[config.mk]
export PLATFORM = sky130hd
export DESIGN_NAME = hexfp_align
export DESIGN_NICKNAME = d
export VERILOG_FILES = /design/src/rtl/hexfp_align_pkg.sv /design/src/rtl/hexfp_exp_cmp.sv /design/src/rtl/hexfp_digit_rshift.sv /design/src/rtl/hexfp_tc_gate.sv /design/src/rtl/hexfp_align.sv
export SDC_FILE = /design/constraint.sdc
export NUM_CORES = 1
export LEC_CHECK = 0
export BUFFER_PORTS_ARGS = -buffer_cell sky130_fd_sc_hd__buf_2
export CAP_MARGIN = 10
export CORE_MARGIN = 2
export CORE_UTILIZATION = 35
export CTS_CLUSTER_DIAMETER = 30
export CTS_CLUSTER_SIZE = 28
export DETAILED_ROUTE_END_ITERATION = 16
export PLACE_DENSITY = 0.6
export SLEW_MARGIN = 40
export SYNTH_ARGS = -nofsm -noshare
export SYNTH_HDL_FRONTEND = slang
export SYNTH_HIERARCHICAL = 1
export SYNTH_SLANG_ARGS = --single-unit
[constraint.sdc]
create_clock -name clk_i -period 2.1 [get_ports clk_i]
set_clock_uncertainty 0.2 [all_clocks]
set_input_delay 0.315 -clock clk_i [delete_from_list [all_inputs] [get_ports clk_i]]
set_output_delay 0.315 -clock clk_i [all_outputs]
set_load 0.02 [all_outputs]
[src/rtl/hexfp_align_pkg.sv]
package hexfp_align_pkg;
  parameter int unsigned DIGITS = 14;
  parameter int unsigned CHAR_W = 7;
  localparam int unsigned FRAC_W = DIGITS * 4;
  localparam int unsigned SH_W   = $clog2(DIGITS + 1);
endpackage

[src/rtl/hexfp_exp_cmp.sv]
module hexfp_exp_cmp #(
  parameter int unsigned CHAR_W = 7,
  parameter int unsigned DIGITS = 14,
  parameter int unsigned SH_W   = 4
) (
  input  logic [CHAR_W-1:0] char_a_i,
  input  logic [CHAR_W-1:0] char_b_n_i,  // already inverted at entry
  output logic              a_ge_b_o,
  output logic [SH_W-1:0]   shamt_o
);
  localparam logic [SH_W-1:0] MAX_SH = '1;

  logic [CHAR_W:0]   raw;
  logic              cout;
  logic [CHAR_W-1:0] sum;
  logic [CHAR_W-1:0] eac_sum;
  logic [CHAR_W-1:0] mag;
  logic              neg_zero;

  assign raw      = {1'b0, char_a_i} + {1'b0, char_b_n_i};
  assign cout     = raw[CHAR_W];
  assign sum      = raw[CHAR_W-1:0];
  assign eac_sum  = sum + CHAR_W'(cout);
  assign neg_zero = &sum;
  // all-ones sum is ones-complement zero: route to the A>=B path
  assign a_ge_b_o = cout | neg_zero;
  assign mag      = cout ? eac_sum : ~sum;
  assign shamt_o  = (mag > CHAR_W'(DIGITS)) ? MAX_SH : mag[SH_W-1:0];
endmodule

[src/rtl/hexfp_digit_rshift.sv]
module hexfp_digit_rshift #(
  parameter int unsigned DIGITS = 14,
  parameter int unsigned SH_W   = 4
) (
  input  logic [DIGITS*4-1:0] din_i,
  input  logic [SH_W-1:0]     shamt_i,
  output logic [DIGITS*4-1:0] dout_o
);
  localparam int unsigned HI_W  = SH_W - 2;
  localparam int unsigned PAD1  = 3;
  localparam int unsigned PAD2  = 4 * ((1 << HI_W) - 1);
  localparam int unsigned N1    = DIGITS + PAD1;
  localparam int unsigned N2    = DIGITS + PAD2;
  localparam int unsigned IW1   = $clog2(N1);
  localparam int unsigned IW2   = $clog2(N2);

  logic [3:0] pad1 [N1];
  logic [3:0] pad2 [N2];

  for (genvar j = 0; j < N1; j++) begin : g_pad1
    if (j < DIGITS) begin : g_d
      assign pad1[j] = din_i[4*j +: 4];
    end else begin : g_z
      assign pad1[j] = 4'h0;
    end
  end

  // level 1: 0..3 digits
  for (genvar j = 0; j < N2; j++) begin : g_lvl1
    if (j < DIGITS) begin : g_d
      logic [IW1-1:0] idx;
      assign idx     = IW1'(j) + IW1'(shamt_i[1:0]);
      assign pad2[j] = pad1[idx];
    end else begin : g_z
      assign pad2[j] = 4'h0;
    end
  end

  // level 2: 0,4,8,12 digits
  for (genvar j = 0; j < DIGITS; j++) begin : g_lvl2
    logic [IW2-1:0] idx;
    assign idx             = IW2'(j) + (IW2'(shamt_i[SH_W-1:2]) << 2);
    assign dout_o[4*j +: 4] = pad2[idx];
  end
endmodule

[src/rtl/hexfp_tc_gate.sv]
module hexfp_tc_gate #(
  parameter int unsigned FRAC_W = 56
) (
  input  logic [FRAC_W-1:0] frac_i,
  input  logic              inv_i,
  output logic [FRAC_W-1:0] frac_o
);
  assign frac_o = frac_i ^ {FRAC_W{inv_i}};
endmodule

[src/rtl/hexfp_align.sv]
module hexfp_align
  import hexfp_align_pkg::*;
(
  input  logic              clk_i,
  input  logic              rst_ni,
  input  logic              in_valid_i,
  input  logic              sub_op_i,
  input  logic              sign_a_i,
  input  logic [CHAR_W-1:0] char_a_i,
  input  logic [FRAC_W-1:0] frac_a_i,
  input  logic              sign_b_i,
  input  logic [CHAR_W-1:0] char_b_i,
  input  logic [FRAC_W-1:0] frac_b_i,
  output logic              out_valid_o,
  output logic [FRAC_W-1:0] aligned_frac_o,
  output logic [FRAC_W-1:0] gated_frac_o,
  output logic [CHAR_W-1:0] res_char_o,
  output logic              eff_sub_o
);
  logic              a_ge_b;
  logic [SH_W-1:0]   shamt;
  logic [FRAC_W-1:0] shift_src, keep_src, shifted, gated;
  logic [CHAR_W-1:0] char_b_n, res_char;
  logic              eff_sub;

  assign char_b_n = ~char_b_i;

  hexfp_exp_cmp #(.CHAR_W(CHAR_W), .DIGITS(DIGITS), .SH_W(SH_W)) i_cmp (
    .char_a_i   (char_a_i),
    .char_b_n_i (char_b_n),
    .a_ge_b_o   (a_ge_b),
    .shamt_o    (shamt)
  );

  assign shift_src = a_ge_b ? frac_b_i : frac_a_i;
  assign keep_src  = a_ge_b ? frac_a_i : frac_b_i;
  assign res_char  = a_ge_b ? char_a_i : char_b_i;
  assign eff_sub   = sign_a_i ^ sign_b_i ^ sub_op_i;

  hexfp_digit_rshift #(.DIGITS(DIGITS), .SH_W(SH_W)) i_shift (
    .din_i   (shift_src),
    .shamt_i (shamt),
    .dout_o  (shifted)
  );

  hexfp_tc_gate #(.FRAC_W(FRAC_W)) i_gate (
    .frac_i (keep_src),
    .inv_i  (eff_sub),
    .frac_o (gated)
  );

  always_ff @(posedge clk_i or negedge rst_ni) begin
    if (!rst_ni) begin
      out_valid_o <= 1'b0;
    end else begin
      out_valid_o <= in_valid_i;
    end
  end

  always_ff @(posedge clk_i or negedge rst_ni) begin
    if (!rst_ni) begin
      aligned_frac_o <= '0;
      gated_frac_o   <= '0;
      res_char_o     <= '0;
      eff_sub_o      <= 1'b0;
    end else if (in_valid_i) begin
      aligned_frac_o <= shifted;
      gated_frac_o   <= gated;
      res_char_o     <= res_char;
      eff_sub_o      <= eff_sub;
    end
  end
endmodule

==> Word-level counts from Yosys, hierarchy flattened <==
Cells that the tools add are included.
{ "classes": {"n_reduce_logical": 1, "shifts": 0, "n_div": 0, "n_mux": 89, "add_sub_neg": 28, "multipliers": 0, "order_cmp": 29, "n_bitwise": 34, "eq_ne": 0} }
{ "op_table": {"columns": ["operator", "n"], "rows": [
  ["$bmux 4 s5", 28],
  ["$mux 4", 57],
  ["$ge 6x6->1 const B", 28],
  ["$not 5->6", 26],
  ["$mux 56", 2],
  ["$xor 56x56->56", 1],
  ["$add 4x2->5 const A", 6],
  ["$add 4x4->5 const A", 6],
  ["$add 3x4->5 const A", 4],
  ["$add 3x2->4 const A", 4],
  ["$mux 7", 2],
  ["$not 7->7", 2],
  ["$add 2x4->5 const A", 2],
  ["$add 7x7->8", 1],
  ["$add 7x1->7", 1],
  ["$gt 7x4->1 const B", 1],
  ["$reduce_and 7->1", 1],
  ["$add 2x2->3 const A", 2],
  ["$not 2->6", 1],
  ["$not 4->6", 1],
  ["$add 1x4->5 const A", 1],
  ["$add 1x2->3 const A", 1],
  ["$xor 1x1->1", 2],
  ["$or 1x1->1", 1]
]} }
{ "word_totals": {"word_cells": 186, "input_bits": 132, "mem_count": 0, "mem_bits_ro": 0, "latch_bits": 0, "mem_bits_rw": 0, "out_inout_bits": 121, "reg_bits": 121} }

==> Logic depth before layout (Yosys ltp) <==
{ "logic_depth": {"depth_word": 14, "depth_mapped": 24, "depth_no_buf": 18} }

==> Hierarchy <==
Netlist, hierarchy kept.
{ "modules_own_cells": {"columns": ["module", "instances", "cells_per_inst", "seq_area_each_um2", "area_each_um2"], "rows": [
  ["hexfp_align", 1, 402, 3027.9, 6037.0],
  ["hexfp_digit_rshift", 1, 333, 0.0, 2872.8],
  ["hexfp_tc_gate", 1, 62, 0.0, 589.3],
  ["hexfp_exp_cmp", 1, 68, 0.0, 503.0]
]} }

==> Worst setup path after synthesis <==
No wires, ideal clock.
{ "synth_timing": {"path_kind": "input port to flip-flop", "from": "in char_b_i[1]", "to": "reg aligned_frac_o[15]", "setup_ps": 125, "arrival_ps": 4428, "stages": 24, "slack_ps": -2653, "n_path_buf": 6, "t_required_ps": 1775, "cell_sequence": "inv_1 -> ha_1 -> a21o_1 -> a21oi_1 -> o21a_1 -> nor2b_1 -> ha_1 -> and2_1 -> a21o_2 -> a21oi_2 -> o21ai_0 -> buf_6 -> buf_12 -> buf_12 -> buf_4 -> inv_1 -> ha_1 -> buf_2 -> buf_2 -> mux4_2 -> mux2_2 -> nand2_1 -> o221ai_1 -> mux2_2"} }
{ "synth_between": {"elab_chain_len": 14} }
{ "synth_rtl": {"columns": ["element", "line", "source"], "rows": [
  ["from (decl)", "hexfp_align.sv:12", "input logic [CHAR_W-1:0] char_b_i,"],
  ["$not 7->7 (*)", "hexfp_align.sv:26", "assign char_b_n = ~char_b_i;"],
  ["$add 7x7->8 (*)", "hexfp_exp_cmp.sv:20", "assign raw = {1'b0, char_a_i} + {1'b0, char_b_n_i};"],
  ["$add 7x1->7 / $not 7->7 (equally long branches)", "hexfp_exp_cmp.sv:23, hexfp_exp_cmp.sv:27", null],
  ["$mux 7 (*)", "hexfp_exp_cmp.sv:27", "assign mag = cout ? eac_sum : ~sum;"],
  ["$gt 7x4->1", "hexfp_exp_cmp.sv:28", "assign shamt_o = (mag > CHAR_W'(DIGITS)) ? MAX_SH : mag[SH_W-1:0];"],
  ["$mux 4 (*)", "hexfp_exp_cmp.sv:28", null],
  ["named net shamt[0]", "hexfp_align.sv:21", "logic [SH_W-1:0] shamt;"],
  ["$add 4x2->5, or another cell as far along", "hexfp_digit_rshift.sv:32", "assign idx = IW1'(j) + IW1'(shamt_i[1:0]);"],
  ["$not 5->6 (not written as such)", "hexfp_digit_rshift.sv:33", "assign pad2[j] = pad1[idx];"],
  ["$bmux 4 s5", "hexfp_digit_rshift.sv:33", null],
  ["$mux 4 (not written as such) (2 in series)", "hexfp_digit_rshift.sv:33", null],
  ["$bmux 4 s5 (*)", "hexfp_digit_rshift.sv:43", "assign dout_o[4*j +: 4] = pad2[idx];"],
  ["$mux 4 (not written as such) (*) (2 in series)", "hexfp_digit_rshift.sv:43", null],
  ["named net shifted[15]", "hexfp_align.sv:22", "logic [FRAC_W-1:0] shift_src, keep_src, shifted, gated;"],
  ["to (signal assigned)", "hexfp_align.sv:67", "aligned_frac_o <= shifted;"],
  ["to (decl)", "hexfp_align.sv:15", "output logic [FRAC_W-1:0] aligned_frac_o,"]
]} }
The timed path passes the listed nets; every way through them passes the cells marked *. The select of a mux whose other input is x is not followed.
A chain may end at the register's enable or synchronous reset.

==> Worst setup path after layout <==
{ "layout_timing": {"from": "in char_b_i[0]", "to": "reg aligned_frac_o[21]"} }
{ "layout_rtl": {"columns": ["element", "line", "source"], "rows": [
  ["$not 7->7 (*)", "hexfp_align.sv:26", null],
  ["named net char_b_n[0]", "hexfp_align.sv:23", "logic [CHAR_W-1:0] char_b_n, res_char;"],
  ["$add 7x7->8 (*)", "hexfp_exp_cmp.sv:20", null],
  ["$reduce_and 7->1", "hexfp_exp_cmp.sv:24", "assign neg_zero = &sum;"],
  ["$or 1x1->1 (*)", "hexfp_exp_cmp.sv:26", "assign a_ge_b_o = cout | neg_zero;"],
  ["named net a_ge_b", "hexfp_align.sv:20", "logic a_ge_b;"],
  ["$mux 56 (*)", "hexfp_align.sv:35", "assign shift_src = a_ge_b ? frac_b_i : frac_a_i;"],
  ["named net shift_src[17]", "hexfp_align.sv:22", null],
  ["$bmux 4 s5", "hexfp_digit_rshift.sv:33", null],
  ["$mux 4 (not written as such) (2 in series)", "hexfp_digit_rshift.sv:33", null],
  ["$bmux 4 s5 (*)", "hexfp_digit_rshift.sv:43", null],
  ["$mux 4 (not written as such) (*) (2 in series)", "hexfp_digit_rshift.sv:43", null],
  ["named net shifted[21]", "hexfp_align.sv:22", null]
]} }
Marked as above.

==> out/results.txt <==
status: complete, but fails checks
violated checks: hold timing, setup timing
grt ovf: 0
Period Utilization, post-route: 183.1%
synth unique cells: 57
Worst-path clk slew: 0.07 ns
worst hold slack: -0.007040 ns
# DRC: 0
Slowest Stage Delay on Critical Path: 0.48 ns
antenna viol nets, final: 0
worst-path fanout max: 6
Slew @ Worst Pin: 0.5325 ns
initial antenna violation count: 0
ys async rst share: 100.0%
Switching Fraction: 38.39%
TritonCTS Buffers: 17
drt first pass iters: 5
Pwr Density: 852.7 nW/µm²
FF+latch area: 3028 µm²
Initial DRC Count: 589
Mapped Cells: 865
crit path buf inv count: 7
worst slack, placed: -2.469 ns
top_reg_cell synth: dfrtp_1
Syn. warnings: 6
CTS tree: built
Root Buffer: clkbuf_16
vias per cell: 5.476
CP startpoint kind: input port
Chip Height: 173.1 µm
Crit Path Class: in -> reg
Final Total Pwr: 13.63 mW
syn avg cell area: 11.56 µm²
internal power: 8.397 mW
Logic pwr share: 54.4%
cells along the critical path: buf_6 -> inv_4 -> ha_4 -> inv_2 -> fa_2 -> nor2b_4 -> o21ai_2 -> xnor2_2 -> nand3_2 -> o31ai_4 -> buf_12 -> buf_12 -> buf_12 -> clkbuf_16 -> mux2_4 -> mux4_2 -> mux2_4 -> nand2_2 -> o221ai_2 -> mux2_4
leakage power: 7.819 nW
DIE AREA: 29950 µm²
max cap viols: 0
crit path capture type: flop
maximum VDD drop: 0.0007511 V
Final #Nets: 1440
area delta synth->final: 59.81%
largest net degree at the start of global routing: 92
Mapped Area: 10000 µm²
Seq/Total Area, Yosys: 30.27%
Final WS setup: -1.746 ns
first-pass GRT wire length: 56670 µm
Core Area: 27930 µm²
Synth area leaders: dfrtp_1 (30%), mux2_2 (24%), mux4_2 (8.8%)
Routed wire per std cell: 22.96 µm
Max Clock Freq: 0.2600 GHz
number of synthesized flops with an enable pin: 0
# rows: 61
biggest area consumer among synthesized cells: dfrtp_1
Synth Register Bits: 121
unrepaired setup endpoints after global routing: true
proportion of layout cells with a drive suffix above 1: 71.94%
Overall Global Routing Usage: 24.47%
initial cell density of the core: 35.81%
drt total wl: 38710 µm
via count: 9232
Filler cells: 2323
top-area cell type share of the netlist area: 30.27%
relative slew slack: 64.31%
top-count cell post-synth: mux2_2
Worst EP arrival: 3.95 ns
Reg power frac: 23.1%
worst skew pair latency: 0.43 ns
Data required, critical path: 2.21 ns
H-tree levels: 4
CTS max path bufs: 2
Top Ports: 253
Final Hold Fails: 2
cell family with most CP delay: multiplexers
port bufs: 252
syn nets: 1010
number of global-route vias before repair: 9426
pins over their slew limit: 0
multi-input combinational cell area: 7989 µm²
Crit-path slowest cell: mux4_2
post-layout min period: 3.846 ns
net switching power: 5.232 mW
Clock power frac: 22.6%
hold crit path type: in -> reg
chip width: 173.1 µm
gp weighted congestion: 0.9011
Commonest cells post-synth: mux2_2 (217), dfrtp_1 (121), xor2_1 (58), mux2i_1 (52), nand2_1 (52)
Ant. Diodes: 0
Final Setup Violations: 119
DPL Wire Length: 26740 µm
CTS Sinks: 121
==> layout by cell type, fill, tap and decap left out, types with 25 or more instances in the layout <==
master	instances
nand2_1	32
buf_12	25
dfrtp_1	121
buf_2	247
mux4_2	41
mux2_4	220
mux2i_1	44
buf_6	56
xor2_1	54
buf_4	122
==> tightest hold or removal path, cell delays in order <==
cell and delay (ns):
buf_2 0.10, mux2i_1 0.06, a21oi_1 0.12
==> layer usage <==
metal / vias to the layer above / global-route usage [%] / part of all wire, %
met4: 0 / 9.216 / 3.1
met5: - / 0 / 0
met1: 4650 / 30.51 / 41
met3: 81 / 7.586 / 7.5
met2: 406 / 39.73 / 48
li1: 4095 / - / -
==> state kept, by name (all words and copies together), names as in the netlist <==
register,flops
gated_frac_o,56
out_valid_o,1
res_char_o,7
aligned_frac_o,56
eff_sub_o,1
==> logic make-up after synthesis <==
| group | after synthesis | synth area share (%) |
|---|---|---|
| AO/OA/AOI/OAI | 106 | 7.143 |
| XOR/XNOR | 62 | 5.579 |
| adder cells (fa/ha/maj) | 13 | 1.701 |
| buffers and inverters | 85 | 6.054 |
| flip-flops | 121 | 30.27 |
| multiplexers | 333 | 42.29 |
| AND/OR/NAND/NOR | 145 | 6.955 |
==> worst paths after layout <==
kind,from,end,slack (ns),depth (start not counted)
worst max-delay path,char_b_i[0],aligned_frac_o[21],-1.75,20
worst min-delay path,char_b_i[5],res_char_o[5],-0.007,3
worst max register to register,aligned_frac_o[19],aligned_frac_o[19],1.03,1
worst min register to register,aligned_frac_o[36],aligned_frac_o[36],0.30,1
max in group asynchronous,rst_ni,aligned_frac_o[36],1.00,3
min in group asynchronous,rst_ni,gated_frac_o[21],0.26,3
==> area by class of cell <==
class | count | share of cell area (%)
clock inverter | 13 | 0.9002
clock buffer | 19 | 2.834
inverter | 21 | 0.6967
sequential | 121 | 18.94
multi-input combinational | 659 | 49.98
tap | 378 | 2.959
timing repair buffer | 475 | 23.69
==> through the flow <==
| stage | TNS (ns) | area, µm² | hold WS (ns) | std cells | util, % |
|---|---|---|---|---|---|
| 2_1_floorplan | -173.68 | 10260 | -0.1806 | 865 | - |
| 3_3_place_gp | -217.78 | 12710 | 0.1945 | 1574 | 45.51 |
| 3_5_place_dp | -224.14 | 12710 | 0.1965 | 1574 | 45.51 |
| 4_1_cts | -147.09 | 14870 | 0.001723 | 1653 | 53.24 |
| 5_1_grt | -163.29 | 15980 | 0.005180 | 1686 | 57.22 |
| 6_report | -153.88 | 15980 | -0.007040 | 1686 | 57.22 |
==> power by group through the flow <==
stage	registers (mW)	logic, mW	clock network (mW)
2_1_floorplan	3.74	2.90	0
3_3_place_gp	3.15	5.46	0
3_5_place_dp	3.15	5.52	0
4_1_cts	3.13	6.56	3.14
5_1_grt	3.20	7.75	3.24
6_report	3.14	7.41	3.08
==> what timing repair did <==
item | 4_1_cts | 5_1_grt
gates cloned | 9 | 3
pin swaps | 43 | 59
gates resized for setup | 247 | 206
hold buffers | 3 | 0
hold endpoints to repair | 123 | 0
endpoints found under the setup margin | 119 | 119
setup buffers | 37 | 40
No activity file was read; power rests on OpenSTA's default activity.
